File: src/rtl/dcfg_pkg.sv
package dcfg_pkg;
  typedef enum logic [4:0] {
    RC_ID, RC_ENABLE, RC_WIDTH, RC_HEIGHT, RC_MAXW, RC_MAXH, RC_DEPTH,
    RC_BPP, RC_HBPP, RC_ZERO, RC_CAPS, RC_CFGDONE, RC_SYNC, RC_BUSY,
    RC_GUEST, RC_CURID, RC_CURX, RC_CURY, RC_CURON, RC_SCRCNT,
    RC_SCRATCH, RC_BAD
  } reg_class_e;

  localparam logic [31:0] ID_BASE      = 32'h9000_0000;
  localparam logic [1:0]  PORT_INDEX   = 2'd0;
  localparam logic [1:0]  PORT_VALUE   = 2'd1;
  localparam logic [1:0]  PORT_AUX     = 2'd2;
  localparam logic [31:0] AUX_WORD     = 32'h0000_CAFE;
  localparam int unsigned PAL_FIRST    = 1024;
  localparam int unsigned PAL_LAST     = 1791;
  localparam int unsigned SCR_FIRST    = 1792;
  localparam logic [31:0] CUR_HIDE     = 32'd0;
  localparam logic [31:0] CUR_SHOW     = 32'd1;
endpackage

File: src/rtl/dcfg_decode.sv
module dcfg_decode
  import dcfg_pkg::*;
#(
  parameter int unsigned SCRATCH_WORDS = 16,
  localparam int unsigned SLOT_W = (SCRATCH_WORDS > 1) ? $clog2(SCRATCH_WORDS) : 1
) (
  input  logic [31:0]       sel,
  output reg_class_e        cls,
  output logic [SLOT_W-1:0] slot
);
  logic [31:0] off;

  always_comb begin
    off  = sel - SCR_FIRST;
    slot = off[SLOT_W-1:0];
    unique case (sel)
      32'd0:  cls = RC_ID;
      32'd1:  cls = RC_ENABLE;
      32'd2:  cls = RC_WIDTH;
      32'd3:  cls = RC_HEIGHT;
      32'd4:  cls = RC_MAXW;
      32'd5:  cls = RC_MAXH;
      32'd6:  cls = RC_DEPTH;
      32'd7:  cls = RC_BPP;
      32'd8:  cls = RC_ZERO;
      32'd17: cls = RC_CAPS;
      32'd20: cls = RC_CFGDONE;
      32'd21: cls = RC_SYNC;
      32'd22: cls = RC_BUSY;
      32'd23: cls = RC_GUEST;
      32'd24: cls = RC_CURID;
      32'd25: cls = RC_CURX;
      32'd26: cls = RC_CURY;
      32'd27: cls = RC_CURON;
      32'd28: cls = RC_HBPP;
      32'd29: cls = RC_SCRCNT;
      32'd30, 32'd31, 32'd32: cls = RC_ZERO;
      default: begin
        if (sel >= PAL_FIRST && sel <= PAL_LAST)          cls = RC_ZERO;
        else if (sel >= SCR_FIRST && off < SCRATCH_WORDS) cls = RC_SCRATCH;
        else                                              cls = RC_BAD;
      end
    endcase
  end
endmodule

File: src/rtl/dcfg_scratch.sv
module dcfg_scratch #(
  parameter int unsigned WORDS = 16,
  localparam int unsigned SLOT_W = (WORDS > 1) ? $clog2(WORDS) : 1
) (
  input  logic              clk,
  input  logic              rst_n,
  input  logic              we,
  input  logic [SLOT_W-1:0] slot,
  input  logic [31:0]       wdata,
  output logic [31:0]       rdata
);
  logic [31:0] word_q [WORDS];

  for (genvar g = 0; g < WORDS; g++) begin : g_word
    always_ff @(posedge clk) begin
      if (!rst_n)                             word_q[g] <= '0;
      else if (we && slot == SLOT_W'(g))      word_q[g] <= wdata;
    end
  end

  always_comb begin
    rdata = '0;
    for (int i = 0; i < WORDS; i++)
      if (slot == SLOT_W'(i)) rdata = word_q[i];
  end
endmodule

File: src/rtl/dcfg_core.sv
module dcfg_core
  import dcfg_pkg::*;
#(
  parameter int unsigned MAX_W         = 2368,
  parameter int unsigned MAX_H         = 1770,
  parameter int unsigned PIX_DEPTH     = 32,
  parameter int unsigned SCRATCH_WORDS = 16,
  parameter logic [31:0] CAPS          = 32'h0000_0003
) (
  input  logic        clk,
  input  logic        rst_n,
  input  logic        wr,
  input  reg_class_e  cls,
  input  logic [31:0] wdata,
  input  logic [31:0] scr_rdata,
  input  logic        sync_done,
  output logic [31:0] rdata,
  output logic        busy,
  output logic        enable,
  output logic        cfg_done,
  output logic [31:0] width,
  output logic [31:0] height,
  output logic        cursor_on,
  output logic [31:0] cursor_x,
  output logic [31:0] cursor_y,
  output logic        mode_chg,
  output logic        en_chg,
  output logic        sync_req
);
  localparam logic [31:0] DEPTH_W   = 32'(PIX_DEPTH);
  localparam logic [31:0] DEPTH_RD  = (PIX_DEPTH == 32) ? 32'd24 : DEPTH_W;
  localparam logic [31:0] ID_RESET  = ID_BASE | 32'd2;

  logic [31:0] id_q, guest_q, cur_id_q;
  logic        id_ok;

  assign id_ok = (wdata == ID_BASE) || (wdata == (ID_BASE | 32'd1)) ||
                 (wdata == (ID_BASE | 32'd2));

  always_ff @(posedge clk) begin
    if (!rst_n) begin
      id_q <= ID_RESET; enable <= 1'b0; cfg_done <= 1'b0; busy <= 1'b0;
      width <= '0; height <= '0; guest_q <= '0; cur_id_q <= '0;
      cursor_on <= 1'b0; cursor_x <= '0; cursor_y <= '0;
      mode_chg <= 1'b0; en_chg <= 1'b0; sync_req <= 1'b0;
    end else begin
      mode_chg <= 1'b0;
      en_chg   <= 1'b0;
      sync_req <= 1'b0;
      if (sync_done) busy <= 1'b0;
      if (wr) begin
        unique case (cls)
          RC_ID:      if (id_ok) id_q <= wdata;
          RC_ENABLE:  begin enable <= |wdata; en_chg <= 1'b1; end
          RC_WIDTH:   if (wdata <= MAX_W) begin width  <= wdata; mode_chg <= 1'b1; end
          RC_HEIGHT:  if (wdata <= MAX_H) begin height <= wdata; mode_chg <= 1'b1; end
          RC_BPP:     if (wdata != 32'd32) begin cfg_done <= 1'b0; mode_chg <= 1'b1; end
          RC_CFGDONE: cfg_done <= |wdata;
          RC_SYNC:    begin busy <= 1'b1; sync_req <= 1'b1; end
          RC_GUEST:   guest_q  <= wdata;
          RC_CURID:   cur_id_q <= wdata;
          RC_CURX:    cursor_x <= wdata;
          RC_CURY:    cursor_y <= wdata;
          RC_CURON: begin
            if (wdata == CUR_SHOW)      cursor_on <= 1'b1;
            else if (wdata == CUR_HIDE) cursor_on <= 1'b0;
          end
          default: ;
        endcase
      end
    end
  end

  always_comb begin
    unique case (cls)
      RC_ID:      rdata = id_q;
      RC_ENABLE:  rdata = {31'b0, enable};
      RC_WIDTH:   rdata = width;
      RC_HEIGHT:  rdata = height;
      RC_MAXW:    rdata = 32'(MAX_W);
      RC_MAXH:    rdata = 32'(MAX_H);
      RC_DEPTH:   rdata = DEPTH_RD;
      RC_BPP,
      RC_HBPP:    rdata = DEPTH_W;
      RC_CAPS:    rdata = CAPS;
      RC_CFGDONE: rdata = {31'b0, cfg_done};
      RC_SYNC,
      RC_BUSY:    rdata = {31'b0, busy};
      RC_GUEST:   rdata = guest_q;
      RC_CURID:   rdata = cur_id_q;
      RC_CURX:    rdata = cursor_x;
      RC_CURY:    rdata = cursor_y;
      RC_CURON:   rdata = {31'b0, cursor_on};
      RC_SCRCNT:  rdata = 32'(SCRATCH_WORDS);
      RC_SCRATCH: rdata = scr_rdata;
      default:    rdata = '0;
    endcase
  end

  p_id_legal_r2: assert property (@(posedge clk) disable iff (!rst_n)
    id_q[31:2] == ID_BASE[31:2] && id_q[1:0] != 2'd3);
  p_mode_bound_r3: assert property (@(posedge clk) disable iff (!rst_n)
    width <= MAX_W && height <= MAX_H);
  p_cfg_drop_r5: assert property (@(posedge clk) disable iff (!rst_n)
    (wr && cls == RC_BPP && wdata != 32'd32) |=> !cfg_done);
  p_cursor_keep_r6: assert property (@(posedge clk) disable iff (!rst_n)
    (wr && cls == RC_CURON && wdata > 32'd1) |=> $stable(cursor_on));
  p_busy_set_r7: assert property (@(posedge clk) disable iff (!rst_n)
    (wr && cls == RC_SYNC) |=> (busy && sync_req));
endmodule

File: src/rtl/dcfg_port.sv
module dcfg_port
  import dcfg_pkg::*;
#(
  parameter int unsigned MAX_W         = 2368,
  parameter int unsigned MAX_H         = 1770,
  parameter int unsigned PIX_DEPTH     = 32,
  parameter int unsigned SCRATCH_WORDS = 16,
  parameter logic [31:0] CAPS          = 32'h0000_0003
) (
  input  logic        clk,
  input  logic        rst_n,
  input  logic        acc_en,
  input  logic        acc_wr,
  input  logic [1:0]  acc_port,
  input  logic [31:0] acc_wdata,
  input  logic        sync_done,
  output logic [31:0] rd_data,
  output logic        rd_valid,
  output logic        busy,
  output logic        enable,
  output logic        cfg_done,
  output logic [31:0] scr_width,
  output logic [31:0] scr_height,
  output logic        cursor_on,
  output logic [31:0] cursor_x,
  output logic [31:0] cursor_y,
  output logic        mode_chg,
  output logic        en_chg,
  output logic        sync_req,
  output logic        bad_access
);
  localparam int unsigned SLOT_W = (SCRATCH_WORDS > 1) ? $clog2(SCRATCH_WORDS) : 1;

  logic [31:0]       sel_q;
  reg_class_e        cls;
  logic [SLOT_W-1:0] slot;
  logic [31:0]       core_rdata, scr_rdata;
  logic              val_acc, val_wr;

  assign val_acc = acc_en && acc_port == PORT_VALUE;
  assign val_wr  = val_acc && acc_wr;

  dcfg_decode #(.SCRATCH_WORDS(SCRATCH_WORDS)) u_dec (
    .sel(sel_q), .cls(cls), .slot(slot));

  dcfg_scratch #(.WORDS(SCRATCH_WORDS)) u_scr (
    .clk(clk), .rst_n(rst_n), .we(val_wr && cls == RC_SCRATCH),
    .slot(slot), .wdata(acc_wdata), .rdata(scr_rdata));

  dcfg_core #(.MAX_W(MAX_W), .MAX_H(MAX_H), .PIX_DEPTH(PIX_DEPTH),
              .SCRATCH_WORDS(SCRATCH_WORDS), .CAPS(CAPS)) u_core (
    .clk(clk), .rst_n(rst_n), .wr(val_wr), .cls(cls), .wdata(acc_wdata),
    .scr_rdata(scr_rdata), .sync_done(sync_done), .rdata(core_rdata),
    .busy(busy), .enable(enable), .cfg_done(cfg_done), .width(scr_width),
    .height(scr_height), .cursor_on(cursor_on), .cursor_x(cursor_x),
    .cursor_y(cursor_y), .mode_chg(mode_chg), .en_chg(en_chg),
    .sync_req(sync_req));

  always_ff @(posedge clk) begin
    if (!rst_n) begin
      sel_q <= '0; rd_data <= '0; rd_valid <= 1'b0; bad_access <= 1'b0;
    end else begin
      rd_valid   <= acc_en && !acc_wr;
      bad_access <= val_acc && cls == RC_BAD;
      if (acc_en && acc_wr && acc_port == PORT_INDEX) sel_q <= acc_wdata;
      if (acc_en && !acc_wr) begin
        unique case (acc_port)
          PORT_INDEX: rd_data <= sel_q;
          PORT_VALUE: rd_data <= core_rdata;
          PORT_AUX:   rd_data <= AUX_WORD;
          default:    rd_data <= '1;
        endcase
      end
    end
  end

  p_rd_cause_r1: assert property (@(posedge clk) disable iff (!rst_n)
    rd_valid |-> $past(acc_en && !acc_wr));
  p_bad_cause_r10: assert property (@(posedge clk) disable iff (!rst_n)
    bad_access |-> $past(acc_en && acc_port == PORT_VALUE));
endmodule

File: config.mk
export PLATFORM = sky130hd
export DESIGN_NAME = dcfg_port
export DESIGN_NICKNAME = d
export VERILOG_FILES = /design/src/rtl/dcfg_pkg.sv /design/src/rtl/dcfg_decode.sv /design/src/rtl/dcfg_scratch.sv /design/src/rtl/dcfg_core.sv /design/src/rtl/dcfg_port.sv
export SDC_FILE = /design/constraint.sdc
export NUM_CORES = 2
export LEC_CHECK = 0
export BUFFER_PORTS_ARGS = -buffer_cell sky130_fd_sc_hd__buf_4
export CAP_MARGIN = 20
export CORE_MARGIN = 2
export CORE_UTILIZATION = 50
export CTS_CLUSTER_SIZE = 16
export DETAILED_ROUTE_END_ITERATION = 10
export PLACE_DENSITY = 0.67
export SETUP_SLACK_MARGIN = 0.5
export SLEW_MARGIN = 20
export SYNTH_ARGS = -nofsm -noshare
export SYNTH_HDL_FRONTEND = slang
export SYNTH_SLANG_ARGS = --single-unit
File: constraint.sdc
create_clock -name clk -period 5 [get_ports clk]
set_input_delay 0.25 -clock clk [delete_from_list [all_inputs] [get_ports clk]]
set_output_delay 0.25 -clock clk [all_outputs]
set_load 0.02 [all_outputs]
# After elaboration in Yosys (flattened, before gate mapping)
# Memories as Yosys holds them, arrays and structs flattened.
# Cells that the tools add are included.
[op_classes]
mux = 99
order_cmp = 6
addsub = 1
reduce_logical = 50
bitwise_logic = 16
eq_ne = 65
[ops]
columns = ["cell", "n"]
rows = [
  ["$mux 32", 32],
  ["$pmux 32 s18", 1],
  ["$eq 32x5->1 const B", 13],
  ["$eq 32x3->1 const B", 4],
  ["$pmux 5 s20", 1],
  ["$eq 32x32->1 const B", 3],
  ["$pmux 32 s3", 1],
  ["$eq 32x1->1 const B", 2],
  ["$eq 32x2->1 const B", 2],
  ["$ge 32x11->1 const B", 2],
  ["$le 32x11->1 const B", 2],
  ["$logic_not 32->1", 2],
  ["$mux 1", 61],
  ["$eq 5x4->1 const B", 7],
  ["$eq 32x4->1 const B", 1],
  ["$eq 32x6->1 const B", 1],
  ["$eq 4x4->1 const B", 8],
  ["$le 32x12->1 const B", 1],
  ["$lt 32x5->1 const B", 1],
  ["$ne 32x6->1 const B", 1],
  ["$reduce_or 32->1", 1],
  ["$sub 32x11->32 const B", 1],
  ["$eq 5x5->1 const B", 6],
  ["$logic_and 1x1->1", 25],
  ["other kinds (23)", 58],
]
[word_totals]
mem_bits_rw = 512
memories = 1
out_inout_bits = 169
regBits = 297
[memory_table]
columns = ["name", "depth", "width", "read_ports", "rd_ports_with_merged_regs", "wr", "line", "source"]
rows = [
  ["u_scr.word_q", 16, 32, 16, 0, 16, "dcfg_scratch.sv:12", "logic [31:0] word_q [WORDS];"],
]

# Longest topological paths before layout
[depth]
word_depth = 20
ltp_mapped = 14
mapped_depth_nobuf = 8

# Cells and area by module
# Synthesis repeated with hierarchy kept, for this count alone.
[unflattened]
hier_cells = 3543
hier_area_um2 = 37419.6
[by_module_without_submodules]
columns = ["mod", "cells_each", "area_per_inst_um2", "instances"]
rows = [
  ["dcfg_scratch", 1988, 24684.9, 1],
  ["dcfg_core", 1163, 9561.7, 1],
  ["dcfg_port", 322, 2757.6, 1],
  ["dcfg_decode", 70, 415.4, 1],
]

# Worst setup path before layout
# OpenSTA, ideal clock, no wires.
[synth_timing]
kind = "register to register"
start = "register sel_q[21]"
end = "memory u_scr.word_q[9][0] (netlist: u_scr.word_q[1][32]), enable pin"
path_slack_ns = 0.124
setup_time_ns = 0.470
t_arrival_ns = 4.406
n_path_buf = 1
stages_incl_launch_ff = 8
period_less_slack_ns = 4.876
path_cell_list = "dfxtp_1 nor4_2 and4_1 nand3_1 nor4_2 nand2_1 clkbuf_1 o31ai_1"
[synth_rtl]
columns = ["element", "line", "source"]
rows = [
  ["start: declaration", "dcfg_port.sv:34", "logic [31:0] sel_q;"],
  ["start signal: assignment", "dcfg_port.sv:65", "if (acc_en && acc_wr && acc_port == PORT_INDEX) sel_q <= acc_wdata;"],
  ["end: declaration", "dcfg_scratch.sv:12", ""],
]

# Final worst setup path
[layout_timing]
start = "register sel_q[26]"
end = "register u_core.height[3]"
[layout_via]
elab_chain_len = 8
word_cells_on_any_way = 36
[layout_rtl]
columns = ["element", "line", "source"]
rows = [
  ["$sub 32x11->32", "dcfg_decode.sv:14", "off = sel - SCR_FIRST;"],
  ["$lt 32x5->1", "dcfg_decode.sv:40", "else if (sel >= SCR_FIRST && off < SCRATCH_WORDS) cls = RC_SCRATCH;"],
  ["$logic_and 1x1->1", "dcfg_decode.sv:40", ""],
  ["$mux 1", "dcfg_decode.sv:40", ""],
  ["$mux 5", "dcfg_decode.sv:39", "if (sel >= PAL_FIRST && sel <= PAL_LAST) cls = RC_ZERO;"],
  ["$pmux 5 s20 *", "dcfg_decode.sv:16", "unique case (sel)"],
  ["$eq 5x2->1 *", "dcfg_core.sv:52", "unique case (cls)"],
  ["$reduce_and 3->1 (no source line) *", "n/a", ""],
  ["end signal: assignment", "dcfg_core.sv:43", "width <= '0; height <= '0; guest_q <= '0; cur_id_q <= '0;"],
  ["end signal: assignment", "dcfg_core.sv:56", "RC_HEIGHT: if (wdata <= MAX_H) begin height <= wdata; mode_chg <= 1'b1; end"],
  ["end: declaration", "dcfg_core.sv:22", "output logic [31:0] height,"],
]
# Mark *: on every way between the ends. The rest lies on a longest branch, timed or not.
# A chain may end at the register's enable or synchronous reset.

==> metrics.md <==
| Metric | Value |
|---|---|
| Status | finished clean |
| H-tree depth | 3 |
| Worst Tran Pin Value | 1.19 ns |
| Max Slew Vio Count | 0 |
| Routed wire per std cell | 27.7 µm |
| Worst reg2reg endpoint | u_core.height[3] |
| Post-Layout Cell Count | 4,664 |
| Crit share post-route | 79.0% |
| Normalized max-slew margin | 20.1% |
| Worst Path Arrival | 4.45 ns |
| Final Hold Vio Count | 0 |
| Port bufs | 207 |
| Remaining global-route overflow | 0 |
| Hpwl dp | 85,500 µm |
| Critical path startpoint category | register |
| GPL Wtd Cong | 0.974 |
| Power density over the cells | 342 mW/mm² |
| Pre-antenna DRT Iters | 6 |
| Pre-CTS WS | 1.24 ns |
| Data required, critical path | 5.50 ns |
| Worst reg2reg path depth | 10 |
| Ys flop type | edfxtp_1 |
| Setup crit end kind | register |
| Initial antenna violation count | 5 |
| Flop-to-flop setup slack | 1.05 ns |
| Layout Nets | 3,666 |
| FMAX | 253 MHz |
| CTS sink cnt | 809 |
| Worst VDD drop | 0.294 mV |
| # placed instances | 4,494 |
| FFs w/ async S/R, synth | 0% |
| Fin util | 58.0% |
| Synth Register Bits | 809 |
| Minimum clock period | 3.95 ns |
| Setup TNS | 0 ns |
| Core area | 0.0741 mm² |
| Die H | 277 µm |
| Vias in the first global route | 28,148 |
| Maximum clock path buffer count | 3 |
| CTS tree | yes |
| Register area share after synthesis | 57.2% |
| Die area | 0.0767 mm² |
| Die Wd | 277 µm |
| # fillers | 6,255 |
| Total number of vias | 29,474 |
| Clk Latency, worst-skew pair | 0.66 ns |
| First-pass GRT wire length | 189,000 µm |
| Commonest cells post-synth | 573 x and2_1, 512 x edfxtp_1, 420 x nand2_1 |
| Leak pwr | 15.6 nW |
| Worst Path Max Fanout | 32 |
| Reg-to-Reg Start | sel_q[26] |
| Drt drc | 0 |
| Largest net degree at the start of global routing | 75 |
| Clk slew on worst S/H paths | 0.06 ns |
| CTS Hold Bufs | 16 |
| Syn_area_per_cell | 10.5 µm² |
| Clk Tree Root Cell | clkbuf_16 |
| Clock Skews | 0.0231 ns |
| Cell Rows | 100 |
| Fraction of layout cells with a size suffix above 1 | 15.7% |
| Synth area leaders | edfxtp_1 41%, dfxtp_1 16%, and2_1 9.6% |
| Hold Path End | u_core.cur_id_q[22] |
| Setup bufs post-CTS | 0 |
| RSZ-0062 raised after global routing | false |
| Area delta synth->final | 15.2% |
| DR iter-0 viols | 3,986 |
| HP Class | input port to register |
| Netlist Area Pre-Place | 0.0373 mm² |
| PostCTS Resize Cnt | 0 |
| Worst Hold Depth | 3 |
| Initial Util | 50.3% |
| Routed Antenna Nets | 0 |
| Count leader, synth | and2_1 |
| Tot GR Track Use | 33.0% |
| EDFF count, synth | 512 |
| Setup ws final | 1.05 ns |
| Number of I/O pins | 208 |
| # Max-Cap Violations | 0 |
| Top-area cell type share of the netlist area | 41.3% |
| Syn Nets | 3,572 |
| Syn Inst Count | 3,533 |
| Synth unique cells | 86 |
| CTS Buf Count | 84 |
| Post-Route WL | 129,000 µm |
| Hold path start | acc_wdata[22] |
| Synth warnings | 0 |
| Number of setup violations in the final report | 0 |
| Crit path kind | register to register |
| Via/cell ratio | 6.32 |
| Synth area leader | edfxtp_1 |
-- layout by cell type, fill, tap and decap left out, drive strengths merged, types with 52 or more instances in the layout --
master / n
nor3: 52
and2: 573
nor2: 134
dfxtp: 297
buf: 334
nand2: 420
edfxtp: 512
clkbuf: 122
o21ai: 120
mux2i: 87
a221oi: 61
a21oi: 287
-- area by class of cell --
type | instances | area, µm² | share of cell area, %
flip-flops and latches | 809 | 21300 | 49.7
clock inverters | 30 | 338 | 0.787
repair buffers | 350 | 2790 | 6.51
multi-input cells | 2375 | 14800 | 34.5
diodes | 2 | 5.00 | 0.0117
well taps | 969 | 1210 | 2.82
clock buffers | 122 | 2400 | 5.59
inverters | 7 | 31.3 | 0.0729
-- worst max-delay path, cell delays in order, from the launching register on --
cell      delay (ns)
dfxtp_1         0.33
nor4_1          0.77
and2_1          0.32
nand4_1         0.56
a211oi_4        0.40
buf_4           0.42
nand4_1         0.18
or2_1           0.28
buf_4           0.27
mux2i_1         0.21
nor2_1          0.06
-- where the power goes --
group          switching [mW]  internal (mW)  total (mW)
Combinational           0.779          0.282        1.06
Sequential             0.0751           7.24        7.31
Clock                    2.71           3.61        6.32
-- cells by family (layout without fill, tap and decap cells) --
group	count (synthesis)	count (layout)	share of synthesized area, %
other cells	0	2	0
simple gates	1399	1399	19.9
mux	144	144	4.39
flops	809	809	57.2
compound gates	830	830	14.7
buf+inv	349	509	3.75
xor+xnor	2	2	0.0470
-- flip-flops by register name, summed over array words and instances (netlist names), 32 cells and up --
name             count
sel_q               32
u_core.cursor_y     32
u_core.guest_q      32
u_scr.word_q       512
u_core.height       32
u_core.width        32
u_core.id_q         32
u_core.cur_id_q     32
rd_data             32
u_core.cursor_x     32
-- worst max-delay path by stage --
| stage | start | to | slack (ns) |
|---|---|---|---|
| after floorplan | sel_q[21] | u_scr.word_q[0][128] | 0.12 |
| after global placement | sel_q[4] | u_core.width[30] | 1.21 |
| after detailed placement | sel_q[4] | u_core.width[17] | 1.24 |
| after CTS | sel_q[4] | u_core.width[12] | 1.20 |
| after global routing | sel_q[26] | u_core.height[8] | 0.88 |
| final | sel_q[26] | u_core.height[3] | 1.05 |
-- layer usage --
layer | wire [µm] | track usage [%]
met5 | 27 | 0
met4 | 5440 | 13.8
met3 | 12200 | 4.60
met2 | 58300 | 50.5
met1 | 53400 | 47.2
-- per-stage QoR --
step	instance area [µm²]	hold WS, ns	total power [mW]
3_5_place_dp	40000	0.442	8.47
5_1_grt	42900	0.0158	15.0
4_1_cts	42900	0.00204	14.7
2_1_floorplan	37300	0.351	8.02
3_3_place_gp	40000	0.423	8.46
6_report	42900	0.0167	14.7
(Power assumes the default switching activity.)
